`config.mk`:
```
export PLATFORM = sky130hd
export DESIGN_NAME = elev_move_ctrl
export DESIGN_NICKNAME = d
export VERILOG_FILES = /design/src/rtl/elev_pkg.sv /design/src/rtl/elev_floor_reg.sv /design/src/rtl/elev_ctrl.sv /design/src/rtl/elev_move_ctrl.sv
export SDC_FILE = /design/constraint.sdc
export NUM_CORES = 1
export LEC_CHECK = 0
export BUFFER_PORTS_ARGS = -buffer_cell sky130_fd_sc_hd__buf_4
export CELL_PAD_IN_SITES_DETAIL_PLACEMENT = 1
export CELL_PAD_IN_SITES_GLOBAL_PLACEMENT = 2
export CORE_AREA = 5 5 42 44
export CTS_CLUSTER_SIZE = 14
export DETAILED_ROUTE_END_ITERATION = 12
export DIE_AREA = 0 0 47 49
export GPL_ROUTABILITY_DRIVEN = 0
export PLACE_DENSITY_LB_ADDON = 0.1
export SLEW_MARGIN = 20
export SYNTH_ARGS = -nofsm -noshare
export SYNTH_HDL_FRONTEND = slang
export SYNTH_SLANG_ARGS = --single-unit
```
`constraint.sdc`:
```
create_clock -name clk -period 1.65 [get_ports clk]
set_input_delay 0 -clock clk [delete_from_list [all_inputs] [get_ports clk]]
set_output_delay 0 -clock clk [all_outputs]
set_load 0.005 [all_outputs]
```
`src/rtl/elev_pkg.sv`:
```
package elev_pkg;
  localparam int FLOORS  = 3;
  localparam int FLOOR_W = $clog2(FLOORS + 1);
  localparam int DIFF_W  = FLOOR_W + 1;

  typedef logic [FLOOR_W-1:0] floor_t;

  // strobes from control to the floor register
  typedef struct packed {
    logic   load;
    floor_t target;
  } floorStrobe_t;

  typedef struct packed {
    logic down2;
    logic down1;
    logic idle;
    logic up1;
    logic up2;
  } moveCmd_t;
endpackage

```
`src/rtl/elev_floor_reg.sv`:
```
module elev_floor_reg
  import elev_pkg::*;
(
  input  logic         clk,
  input  logic         rst,
  input  floorStrobe_t strobe,
  output floor_t       curFloor
);
  localparam floor_t HOME = floor_t'(1);

  always_ff @(posedge clk) begin
    if (rst)              curFloor <= HOME;
    else if (strobe.load) curFloor <= strobe.target;
  end

  assert_floor_range_R9: assert property (@(posedge clk) disable iff (rst)
    (curFloor >= floor_t'(1)) && (curFloor <= floor_t'(FLOORS)));

  assert_hold_without_load_R6: assert property (@(posedge clk) disable iff (rst)
    !strobe.load |=> $stable(curFloor));
endmodule

```
`src/rtl/elev_ctrl.sv`:
```
module elev_ctrl
  import elev_pkg::*;
(
  input  logic              clk,
  input  logic              rst,
  input  logic [FLOORS-1:0] reqFloor,
  input  floor_t            curFloor,
  output floorStrobe_t      strobe,
  output moveCmd_t          cmd
);
  logic                      hit;
  floor_t                    target;
  logic signed [DIFF_W-1:0]  diff;

  // lowest-numbered request wins: scan downward, last match kept
  always_comb begin
    hit    = 1'b0;
    target = '0;
    for (int i = FLOORS - 1; i >= 0; i--) begin
      if (reqFloor[i]) begin
        hit    = 1'b1;
        target = floor_t'(i + 1);
      end
    end
  end

  assign diff = $signed({1'b0, target}) - $signed({1'b0, curFloor});

  always_comb begin
    cmd = '0;
    if (hit && !rst) begin
      case (diff)
        -DIFF_W'(2): cmd.down2 = 1'b1;
        -DIFF_W'(1): cmd.down1 = 1'b1;
        DIFF_W'(0):  cmd.idle  = 1'b1;
        DIFF_W'(1):  cmd.up1   = 1'b1;
        DIFF_W'(2):  cmd.up2   = 1'b1;
        default:     cmd       = '0;
      endcase
    end
  end

  assign strobe.load   = hit && !rst;
  assign strobe.target = target;

  assert_cmd_exclusive_R8: assert property (@(posedge clk) disable iff (rst)
    $onehot0(cmd));

  assert_quiet_no_request_R6: assert property (@(posedge clk) disable iff (rst)
    (reqFloor == '0) |-> (cmd == '0));

  assert_request_gives_cmd_R5: assert property (@(posedge clk) disable iff (rst)
    (reqFloor != '0) |-> ($countones(cmd) == 1));
endmodule

```
`src/rtl/elev_move_ctrl.sv`:
```
module elev_move_ctrl
  import elev_pkg::*;
(
  input  logic              clk,
  input  logic              rst,
  input  logic [FLOORS-1:0] reqFloor,
  output logic              cmdDown2,
  output logic              cmdDown1,
  output logic              cmdIdle,
  output logic              cmdUp1,
  output logic              cmdUp2,
  output logic [FLOOR_W-1:0] atFloor
);
  floorStrobe_t strobe;
  moveCmd_t     cmd;

  elev_ctrl u_ctrl (
    .clk(clk), .rst(rst), .reqFloor(reqFloor),
    .curFloor(atFloor), .strobe(strobe), .cmd(cmd)
  );

  elev_floor_reg u_floor (
    .clk(clk), .rst(rst), .strobe(strobe), .curFloor(atFloor)
  );

  assign cmdDown2 = cmd.down2;
  assign cmdDown1 = cmd.down1;
  assign cmdIdle  = cmd.idle;
  assign cmdUp1   = cmd.up1;
  assign cmdUp2   = cmd.up2;

  assert_reset_home_R1: assert property (@(posedge clk)
    rst |=> (atFloor == FLOOR_W'(1)));

  assert_reset_quiet_R1: assert property (@(posedge clk)
    rst |-> !(cmdDown2 || cmdDown1 || cmdIdle || cmdUp1 || cmdUp2));

  assert_idle_holds_R2: assert property (@(posedge clk) disable iff (rst)
    cmdIdle |=> $stable(atFloor));

  assert_up1_step_R3: assert property (@(posedge clk) disable iff (rst)
    cmdUp1 |=> (atFloor == $past(atFloor) + FLOOR_W'(1)));

  assert_up2_top_R3: assert property (@(posedge clk) disable iff (rst)
    cmdUp2 |=> (atFloor == FLOOR_W'(FLOORS)));

  assert_down1_step_R4: assert property (@(posedge clk) disable iff (rst)
    cmdDown1 |=> (atFloor == $past(atFloor) - FLOOR_W'(1)));

  assert_down2_bottom_R4: assert property (@(posedge clk) disable iff (rst)
    cmdDown2 |=> (atFloor == FLOOR_W'(1)));
endmodule

```
### Word level (Yosys, flattened, before mapping)

Index checks and enable logic that the tools add are counted.

* flip-flop bits (word level): 2
* latch bits: 0
* RAM bits: 0
* bits in read-only memories: 0
* word-level logic and storage cells: 21
* memories: 0

* add/subtract/negate cells: 1
* $mul: 0
* divide/modulo/power cells: 0
* order comparisons: 0
* eq/ne operators: 4
* shift operators: 0
* mux-type cells: 12
* bitwise gates (word level): 0
* reduce and logical (&&, ||, !) cells: 3

Operator list (count)
* 1-bit two-way mux: 8
* 3-bit equality test, second input constant: 2
* 2-bit two-way mux: 3
* 5-bit two-way mux: 1
* 3-bit by 1-bit equality test with 1-bit output, second input constant: 1
* 3-bit by 2-bit equality test with 1-bit output, second input constant: 1
* 3-bit zero test: 1
* 2-bit by 2-bit subtractor with 3-bit output: 1
* 1-bit logical AND: 1
* 1-bit zero test: 1

### Logic depth before layout (Yosys ltp)

Gate-level depths: netlist of run 1.

* word-level depth: 7
* mapped depth: 5

### Hierarchy

Synthesis of run 1 repeated with hierarchy kept, for this count alone.

* cell total of the unflattened synthesis: 30
* area total of the unflattened synthesis: 242.7 um2

By module, submodules not included
* elev_ctrl: times used 1, cells an instance 24, area each 173.9 um2
* elev_floor_reg: times used 1, cells an instance 6, area each 68.8 um2

### Worst setup path after synthesis of run 1

No wires, ideal clock.

* path type: register to output
* from: register u_floor.curFloor[0]
* to: output port cmdDown1
* data arrival time: 1.373 ns
* setup slack: 0.277 ns
* cell stages (with the launch flop): 5
* cell sequence: dfxtp_1 > nand2b_1 > nor2_1 > fa_1 > nor4b_1

* word-level cells in the longest chain between the ends: 4

Ends and longest elaborated chain
* start, declared: line elev_floor_reg.sv:7 `output floor_t curFloor`
* start signal, assigned: line elev_floor_reg.sv:13 `else if (strobe.load) curFloor <= strobe.target;`
* 2-bit by 2-bit subtractor with 3-bit output: line elev_ctrl.sv:27 `assign diff = $signed({1'b0, target}) - $signed({1'b0, curFloor});`
* 3-bit equality test: line elev_ctrl.sv:32 `case (diff)`
* 1-bit two-way mux: line elev_ctrl.sv:32
* 5-bit two-way mux: line elev_ctrl.sv:31 `if (hit && !rst) begin`
* end, declared: line elev_move_ctrl.sv:8 `output logic cmdDown1,`

Every way passes these cells.

### Worst setup path after layout of run 1

Same ends and word-level chain as after synthesis.

==> results of run 1 <==
layout make-up:
class	count	area [um^2]
Multi-Input combinational cell	20	196
Fill cell	177	1010
Clock buffer	3	22.5
Sequential cell	2	41.3
Tap cell	16	20.0
Inverter	3	11.3
Timing Repair Buffer	13	100
power breakdown:
part	switching, mW	internal, mW	total [mW]
clock	0.0289	0.0804	0.109
sequential	0.00278	0.0515	0.0543
combinational	0.0397	0.0468	0.0865
total	0.0714	0.179	0.250
timing repair:
| item | in CTS | in global routing |
|---|---|---|
| hold buffers | 1 | 0 |
| hold endpoints to repair | 1 | 0 |
| setup buffers | 0 | 0 |
| setup endpoints to repair | 2 | 3 |
| resized for setup | 2 | 6 |
| pin swaps | 0 | 3 |
cells by family after synthesis:
kind of cell | share of synthesized area
adder cells (fa/ha/maj) | 0.154
AO/OA/AOI/OAI | 0.148
buffers and inverters | 0.0533
flip-flops | 0.189
AND/OR/NAND/NOR | 0.456
path summary, 6_finish.rpt:
path | end | slack, ns | cells after the start
setup / recovery | cmdDown1 | 0.004 | 5
hold / removal | u_floor.curFloor[0] | 0.02 | 3
setup reg to reg | u_floor.curFloor[0] | 0.90 | 3
hold reg to reg | u_floor.curFloor[1] | 0.54 | 2
critical path: stages, from the launching register on:
cell and delay, ns:
dfxtp_2 0.34, nand2b_4 0.07, nor2_4 0.11, fa_2 0.46, nor4b_2 0.29, buf_4 0.15
routing by layer:
metal  wire length (um)  part of all wire  vias to the layer above
met4                 29             0.042                        0
met5                  0                 0                        -
met2                336              0.49                       11
met3                 58             0.084                        2
met1                262              0.38                      111
li1                   -                 -                      119
cells in the final DEF (no fill, tap or decap):
cell and count:
dfxtp_2 1, or2_1 1, o22ai_1 1, a21boi_0 1, o22ai_2 1, nor4_2 1
nand2b_4 1, inv_1 3, nor2_4 1, clkbuf_4 3, dfxtp_1 1, buf_4 12
and2b_1 1, nor2b_2 1, nor3b_1 1, fa_2 1, nor4b_2 3, dlygate4sd3_1 1
o21ai_0 1, or2_2 1, ha_1 1, nor2_1 3
==> reports/qor.yml, run 1 <==
timing:
  relSlewSlack: 0.779
  rsz0062_at_grt: "yes"
  fmax_mhz: 608
  min_period_ns: 1.65
  fin_skew_ns: 0
  final.setup.tns_ns: 0
  setup_ws_ns: 0.00449
  period_share: 0.997
  setup_viol: 0
  hold_ws_ns: 0.0221
  worst_pin_slew_ns: 0.332
  maxSlewViolCount: 0
  finalHoldViolCount: 0
global_route:
  met3_usage: 0.0554
  grt.overflow.total: 0
  grtUsageTotal: 0.0717
  use_met2: 0.106
  grt_pass1_vias: 281
  grt_use_met1: 0.0744
  grt_max_degree: 7
  top_usage_layer: "met2"
  grt_pass1_wl_um: 1140
  antenna_found_initial: 0
layout:
  layoutNonFillerInstCount: 57
  synthToLayoutAreaGrowth_pct: 85.2
  drive_above_1_share: 0.634
  largestRegisters: "u_floor.curFloor (2)"
  final_nets: 50
  final_area_um2: 392
  final_util: 0.279
  regMostFlops: "u_floor.curFloor"
  antenna_cells: 0
  largest_reg_flops: 2
place:
  hpwl_um: 551
  dp.cells: 53
  place_area_um2: 322
  io_buffers: 11
  dp_slack_ns: 0.136
floorplanning:
  dieArea_mm2: 0.00230
  die_h_um: 49
  coreArea_mm2: 0.00140
  std_cell_rows: 14
  die_w_um: 47
  io_pins: 12
  initial_core_util: 0.151
worst_hold_path:
  hold_path.class: "input port to flop"
  hold_start: "reqFloor[0]"
power_and_ir_drop:
  p_total_mw: 0.250
  power_density_mw_per_mm2: 638
  p_leak_nw: 0.173
  peakVddDrop_mv: 0.322
synthesis:
  synth_top_area_share: 0.189
  yosysWarnings: 0
  synthCells: 25
  synth_top_cell_by_area: "dfxtp_1"
  synthTopCellsByCount: "nor2_1, inv_1, dfxtp_1, nor4b_1"
  synth_edf_count: 0
  yosysUniqueCellTypes: 18
  yosysMostFrequentCell: "nor2_1"
  syn-num-nets: 32
  ys_seq_area_frac: 0.189
  syn_area_um2: 211
  synth.area.top_cells: "dfxtp_1, fa_1, nor4b_1"
  postSynthAreaPerCell_um2: 8.46
  yosys_most_used_dff: "dfxtp_1"
  synth-async-reset-ratio: 0
  ys_ff_latch: 2
clock_tree:
  cts_made_buffers: 3
  h-tree-depth: 1
  clock-sinks: 2
  cts_tree: "built"
  root_buffer: "clkbuf_4"
  cts_buffer_depth: 2
  worstSkewPairLatency_ns: 0.22
  clk_pin_slew_ns: 0.03
critical_path:
  arrival_ns: 1.65
  cp_max_fo: 2
  critPathLaunch: "u_floor.curFloor[0]"
  cp.required_ns: 1.65
  startpoint_type: "flop"
  r2r-start: "u_floor.curFloor[0]"
  endpoint_kind: "output port"
  critical_path_class: "flop to output port"
routing:
  vias_per_cell: 4.26
  wl_um: 687
  drc: 0
  ant_nets: 0
  drt_iter0_markers: 1
  via_count: 243
  drtPass1Iterations: 2
  wire_per_inst_um: 12.1
outcome:
  outcome: "finished, final reports clean"
job:
  maxCapViolations: 0
(Power assumes the default switching activity.)
==> run 2, diff against run 1 <==
--- a/config.mk
+++ b/config.mk
@@ -17,4 +17,5 @@
 export SLEW_MARGIN = 20
 export SYNTH_ARGS = -nofsm -noshare
 export SYNTH_HDL_FRONTEND = slang
+export SYNTH_HIERARCHICAL = 1
 export SYNTH_SLANG_ARGS = --single-unit
==> run 2 against run 1 <==
Compared with the run above:
- sequential power barely moved
- non-clock buffer count stayed put
- flip-flop and latch count is the same
- critical path depth is 1 lower
- setup slack gained 0.13 ns
- critical path type unchanged
==> reports/qor.yml, run 2 <==
synthesis:
  syn_area_um2: 243  # +15%
  synth_edf_count: 0  # unchanged
  yosysWarnings: 6  # +6
  synthMuxAreaShare: 0.0412  # +0.0412
  synth.area.top_cells: "dfxtp_1, nor2_1, fa_1"
  synthCells: 30  # +20%
  synth-xor-area-share: 0  # unchanged
  syn-num-nets: 37  # +16%
  synth_top_area_share: 0.165  # -0.0244
  ys_seq_area_frac: 0.165  # -0.0244
  synth_top_cell_by_area: "dfxtp_1"
  yosys_most_used_dff: "dfxtp_1"
  yosysMostFrequentCell: "nor2_1"
  postSynthAreaPerCell_um2: 8.09  # -4.3%
  ys_ff_latch: 2  # unchanged
  synth_compound_area_frac: 0.294  # +0.146
  synthAdderAreaFrac: 0.134  # -0.0198
  synthSimpleGateAreaFrac: 0.335  # -0.121
  synth-async-reset-ratio: 0  # unchanged
  yosysUniqueCellTypes: 20  # +2
  synth_top_family_by_area: "simple AND/OR/NAND/NOR gates"
critical_path:
  arrival_ns: 1.51  # -0.14 ns
  critPathBufInv: 2  # +1
  startpoint_type: "flop"
  cp_top_family: "adder cells"
  reg2regPathDepth: 3  # unchanged
  crit_chain: "inv_1, fa_2, a2111oi_1, buf_4"
  r2r-end: "u_floor/curFloor[0]"
  r2r-start: "u_floor/curFloor[0]"
  cp.required_ns: 1.65  # about the same
  cp_max_fo: 3  # +1
  crit_slowest_cell: "fa_2"
  cpPeakStageDelay_ns: 0.45  # about the same
  critical_path_class: "flop to output port"
  endpoint_kind: "output port"
  r2r_slack_ns: 0.73  # -0.17 ns
timing:
  maxSlewViolCount: 0  # unchanged
  min_period_ns: 1.51  # -0.133 ns
  final.setup.tns_ns: 0  # unchanged
  hold_ws_ns: 0.160  # +0.138 ns
  period_share: 0.917  # -0.0808
  finalHoldViolCount: 0  # unchanged
  relSlewSlack: 0.756  # -0.0223
  setup_viol: 0  # unchanged
  fin_skew_ns: 0  # unchanged
  worst_pin_slew_ns: 0.363  # +0.0306 ns
  fmax_mhz: 661  # +8.8%
  rsz0062_at_grt: "no"
clock_tree:
  clk_pin_slew_ns: 0.03  # about the same
  root_buffer: "clkbuf_4"
  cts_buffer_depth: 2  # unchanged
  worstSkewPairLatency_ns: 0.22  # about the same
  cts_made_buffers: 3  # unchanged
  cts_tree: "built"
  clock-sinks: 2  # unchanged
  h-tree-depth: 1  # unchanged
place:
  io_buffers: 11  # unchanged
  place_area_um2: 353  # +9.7%
worst_hold_path:
  hold_path.class: "input port to flop"
  hold_start: "reqFloor[0]"
  holdPathStages: 4  # +1
  whs_endpoint: "u_floor/curFloor[0]"
routing:
  drc: 0  # unchanged
  wl_um: 733  # +6.7%
  ant_nets: 0  # unchanged
  vias_per_cell: 4.44  # +4.0%
  via_count: 275  # +13%
  drtPass1Iterations: 1  # -1
  drt_iter0_markers: 0  # -1
  wire_per_inst_um: 11.8  # -1.9%
floorplanning:
  initial_core_util: 0.173  # +0.0223
  die_w_um: 47  # unchanged
  io_pins: 12  # unchanged
  die_h_um: 49  # unchanged
  dieArea_mm2: 0.00230  # unchanged
  coreArea_mm2: 0.00140  # unchanged
  std_cell_rows: 14  # unchanged
power_and_ir_drop:
  peakVddDrop_mv: 0.249  # -23%
  sequentialPowerShare: 0.215  # -0.002
  power_density_mw_per_mm2: 638  # -0.11%
  sw_frac_of_total: 0.294  # +0.00830
  clkPwrFrac: 0.431  # -0.006
  p_total_mw: 0.251  # +0.53%
  power.switching_mw: 0.0738  # +3.5%
  p_leak_nw: 0.174  # +0.93%
  pwr-share-comb: 0.354  # +0.008
  p_int_mw: 0.178  # -0.64%
layout:
  largest_reg_flops: 2  # unchanged
  final_area_um2: 394  # +0.64%
  fillers: 183  # +3.4%
  regArea_um2: 41.3  # unchanged
  regMostFlops: "u_floor/curFloor"
  most-common-layout-cells: "buf_4, nor2_1, clkbuf_4"
  final_nets: 55  # +10%
  final_common_cell: "buf_4"
  synthToLayoutAreaGrowth_pct: 62.4
  antenna_cells: 0  # unchanged
  largestRegisters: "u_floor/curFloor (2)"
  drive_above_1_share: 0.457  # -0.178
  multiInputGateArea_um2: 203  # +3.2%
global_route:
  grt_pass1_vias: 289  # +2.8%
  grt_pass1_wl_um: 1250  # +9.7%
  grtUsageTotal: 0.0774  # +0.00568
  antenna_found_initial: 0  # unchanged
  grt.overflow.total: 0  # unchanged
  grt_max_degree: 9  # +2
outcome:
  outcome: "finished, final reports clean"
job:
  maxCapViolations: 0  # unchanged
-- run 2: cell types whose count changed in the layout (fill, tap and decap cells not counted), sizes merged, moves of 2 or more --
cell and delta:
a2111oi +2, a211oi +2, nand2 +2, nor2 +2, nor3 +2, nor4b -3
o22ai -2
-- run 2: worst max path at each step --
stage / start / endpoint / slack (ns) / cells after the start
2_1_floorplan: u_floor/curFloor[0] / cmdUp1 / 0.37 / 3
3_3_place_gp: reqFloor[2] / cmdUp1 / 0.21 / 7
3_5_place_dp: reqFloor[2] / cmdDown1 / 0.21 / 9
4_1_cts: u_floor/curFloor[1] / cmdDown1 / 0.03 / 6
5_1_grt: u_floor/curFloor[1] / cmdDown1 / 0.04 / 5
6_report: u_floor/curFloor[1] / cmdUp1 / 0.14 / 4
-- run 2: cell type report --
class | count | share of cell area
Timing Repair Buffer | 13 | 0.254
Clock buffer | 3 | 0.0571
Multi-Input combinational cell | 26 | 0.514
Tap cell | 16 | 0.0508
Sequential cell | 2 | 0.105
Inverter | 2 | 0.0190
-- run 2: routing by layer --
| metal | global-route usage | wire (um) | vias up |
|---|---|---|---|
| met5 | 0 | 0 | - |
| met4 | 0.0691 | 0 | 0 |
| met3 | 0.0258 | 56 | 0 |
| met2 | 0.106 | 360 | 8 |
| met1 | 0.0899 | 317 | 128 |
| li1 | - | - | 139 |
-- run 2: per-stage QoR --
stage	setup slack (ns)	utilization	cells
floorplan	0.367	-	30
global placement	0.206	0.252	58
detailed placement	0.208	0.252	58
CTS	0.0281	0.275	62
global route	0.0448	0.281	62
finish	0.138	0.281	62
-- run 2: worst min-delay path, delay by kind of cell --
kind	cells	cell delay, ns
simple gates	1	0.06
buf+inv	2	0.18
compound gates	1	0.11
-- run 2: what timing repair did --
action	4_1_cts	5_1_grt
hold endpoints to repair	1	0
hold buffers	1	0
setup endpoints to repair	0	2
setup buffers	0	0
gates resized for setup	0	3
-- run 2: kinds of logic after synthesis --
logic type      after synthesis
simple gates                 15
compound gates                8
buf+inv                       2
fa+ha+maj                     2
flops                         2
mux                           1
-- run 2: power by group through the flow --
stage / registers [mW] / logic [mW] / clock network [mW]
finish: 0.0541 / 0.0889 / 0.108
global route: 0.0547 / 0.100 / 0.128
CTS: 0.0540 / 0.0888 / 0.116
detailed placement: 0.0546 / 0.0864 / 0
global placement: 0.0547 / 0.0860 / 0
floorplan: 0.0568 / 0.0442 / 0
==> run 3, diff against run 2 <==
--- a/config.mk
+++ b/config.mk
@@ -5,13 +5,14 @@
 export SDC_FILE = /design/constraint.sdc
 export NUM_CORES = 1
 export LEC_CHECK = 0
+export ABC_AREA = 1
 export BUFFER_PORTS_ARGS = -buffer_cell sky130_fd_sc_hd__buf_4
 export CELL_PAD_IN_SITES_DETAIL_PLACEMENT = 1
 export CELL_PAD_IN_SITES_GLOBAL_PLACEMENT = 2
-export CORE_AREA = 5 5 42 44
+export CORE_MARGIN = 5
+export CORE_UTILIZATION = 18
 export CTS_CLUSTER_SIZE = 14
 export DETAILED_ROUTE_END_ITERATION = 12
-export DIE_AREA = 0 0 47 49
 export GPL_ROUTABILITY_DRIVEN = 0
 export PLACE_DENSITY_LB_ADDON = 0.1
 export SLEW_MARGIN = 20
==> run 3 against run 2 <==
Compared with the run above:
- clock power about the same
- combinational power is 3.3% higher
- power grew 2.5%
- critical endpoint unchanged
- critical path depth grew 2
==> reports/qor.yml, run 3 <==
outcome:
  outcome: "finished, final reports clean"
layout:
  drive_above_1_share: 0.393  # -0.0637
  final_nets: 65  # +18%
  largest_reg_flops: 2  # unchanged
  final_util: 0.292  # +0.0111
  regMostFlops: "u_floor/curFloor"
  most-common-layout-cells: "buf_4, inv_1, nand3_1"
  synthToLayoutAreaGrowth_pct: 53.5
  largestRegisters: "u_floor/curFloor (2)"
  antenna_cells: 0  # unchanged
  final_common_cell: "buf_4"
routing:
  wire_per_inst_um: 10.1  # -15%
  ant_nets: 0  # unchanged
  vias_per_cell: 4.08  # -7.9%
  drc: 0  # unchanged
  via_count: 290  # +5.5%
  wl_um: 716  # -2.3%
  drt_iter0_markers: 0  # unchanged
  drtPass1Iterations: 1  # unchanged
critical_path:
  reg2regPathDepth: 2  # -1
  endpoint_kind: "output port"
  arrival_ns: 1.52  # about the same
  startpoint_type: "flop"
  critical_path_class: "flop to output port"
  cp.required_ns: 1.65  # about the same
  cp_max_fo: 5  # +2
synthesis:
  ys_seq_area_frac: 0.162  # -0.00333
  syn-num-nets: 49  # +32%
  synth_top_area_share: 0.162  # -0.00333
  syn_area_um2: 248  # +2.1%
  synth-async-reset-ratio: 0  # unchanged
  synth_top_cell_by_area: "dfxtp_1"
  synthTopCellsByCount: "inv_1, nand3_1, nor2_1, nand2_1, nand2_2"
  synth_edf_count: 0  # unchanged
  yosys_most_used_dff: "dfxtp_1"
  yosysUniqueCellTypes: 13  # -35%
  yosysWarnings: 6  # unchanged
  synthCells: 42  # +40%
  yosysMostFrequentCell: "inv_1"
  postSynthAreaPerCell_um2: 5.90  # -27%
  synth.area.top_cells: "dfxtp_1, nand3_1, inv_1"
  ys_ff_latch: 2  # unchanged
power_and_ir_drop:
  power_density_mw_per_mm2: 678  # +6.2%
  p_total_mw: 0.258  # +2.5%
  peakVddDrop_mv: 0.262  # +5.2%
  p_leak_nw: 0.213  # +22%
global_route:
  antenna_found_initial: 0  # unchanged
  grtUsageTotal: 0.0790  # +0.00160
  grt_pass1_wl_um: 1240  # -0.48%
  grt.overflow.total: 0  # unchanged
  grt_max_degree: 6  # -3
  grt_pass1_vias: 311  # +7.6%
timing:
  setup_viol: 0  # unchanged
  final.setup.tns_ns: 0  # unchanged
  rsz0062_at_grt: "no"
  period_share: 0.920  # +0.00307
  min_period_ns: 1.52  # +0.00507 ns
  fin_skew_ns: 0  # unchanged
  fmax_mhz: 659  # -0.33%
  maxSlewViolCount: 0  # unchanged
  finalHoldViolCount: 0  # unchanged
  setup_ws_ns: 0.133  # -0.00507 ns
  relSlewSlack: 0.748  # -0.00809
  worst_pin_slew_ns: 0.378  # +0.0149 ns
place:
  hpwl_um: 641
  io_buffers: 11  # unchanged
  dp_slack_ns: 0.215  # +0.00682 ns
clock_tree:
  cts_hold_buf: 0  # -1
  worstSkewPairLatency_ns: 0.22  # about the same
  clock-sinks: 2  # unchanged
  post_cts_buffers: 0  # unchanged
  cts_made_buffers: 3  # unchanged
  cts_tree: "built"
  root_buffer: "clkbuf_4"
  h-tree-depth: 1  # unchanged
  clk_pin_slew_ns: 0.03  # about the same
  cts_resized: 1  # +1
  cts_buffer_depth: 2  # unchanged
floorplanning:
  die_w_um: 47.1  # +0.21%
  dieArea_mm2: 0.00222  # -3.7%
  initial_core_util: 0.190  # +0.0172
  std_cell_rows: 13  # -1
  die_h_um: 47.1  # -3.9%
  io_pins: 12  # unchanged
  coreArea_mm2: 0.00130  # -7.1%
worst_hold_path:
  hold_path.class: "input port to flop"
  holdPathStages: 3  # -1
job:
  maxCapViolations: 0  # unchanged
-- run 3: cell type report --
| type | count | area (um^2) |
|---|---|---|
| clock buffers | 3 | 22.5 |
| fillers | 181 | 921 |
| inverters | 11 | 41.3 |
| multi-input cells | 29 | 171 |
| flip-flops and latches | 2 | 43.8 |
| well taps | 15 | 18.8 |
| repair buffers | 11 | 82.6 |
-- run 3: routing by layer --
layer,global-route usage,vias up,wire length [um]
met1,0.0955,124,344
met4,0,0,0
met2,0.127,8,323
met3,0.0498,0,49
li1,-,158,-
met5,0,-,0
-- run 3: worst max-delay path, stage by stage, from the launching register on --
cell	delay, ns
dfxtp_4	0.36
nand3_2	0.11
fa_1	0.47
inv_1	0.07
nand3_1	0.07
nor2_1	0.10
buf_4	0.12
-- run 3: through the flow --
step	hold WS [ns]	cells	cell area [um^2]
final	0.0247	71	380
after global routing	0.0432	71	380
after CTS	0.0192	71	373
after detailed placement	0.261	68	349
after global placement	0.237	68	349
after floorplan	0.119	42	248
-- run 3: cells by family after synthesis --
family	synth area share
buffers and inverters	0.167
AND/OR/NAND/NOR	0.475
flip-flops	0.162
AO/OA/AOI/OAI	0.0657
adder cells (fa/ha/maj)	0.131
-- run 3: worst paths after layout --
| check | end | slack [ns] | from |
|---|---|---|---|
| hold reg to reg | u_floor/curFloor[0] | 0.50 | u_floor/curFloor[0] |
| setup / recovery | cmdUp1 | 0.13 | u_floor/curFloor[0] |
| hold / removal | u_floor/curFloor[0] | 0.02 | rst |
| setup reg to reg | u_floor/curFloor[0] | 1.07 | u_floor/curFloor[0] |
-- run 3: power breakdown --
part | internal (mW) | switching, mW | total [mW]
combinational | 0.0429 | 0.0489 | 0.0918
sequential | 0.0524 | 0.00462 | 0.0570
clock | 0.0803 | 0.0286 | 0.109
total | 0.176 | 0.0821 | 0.258
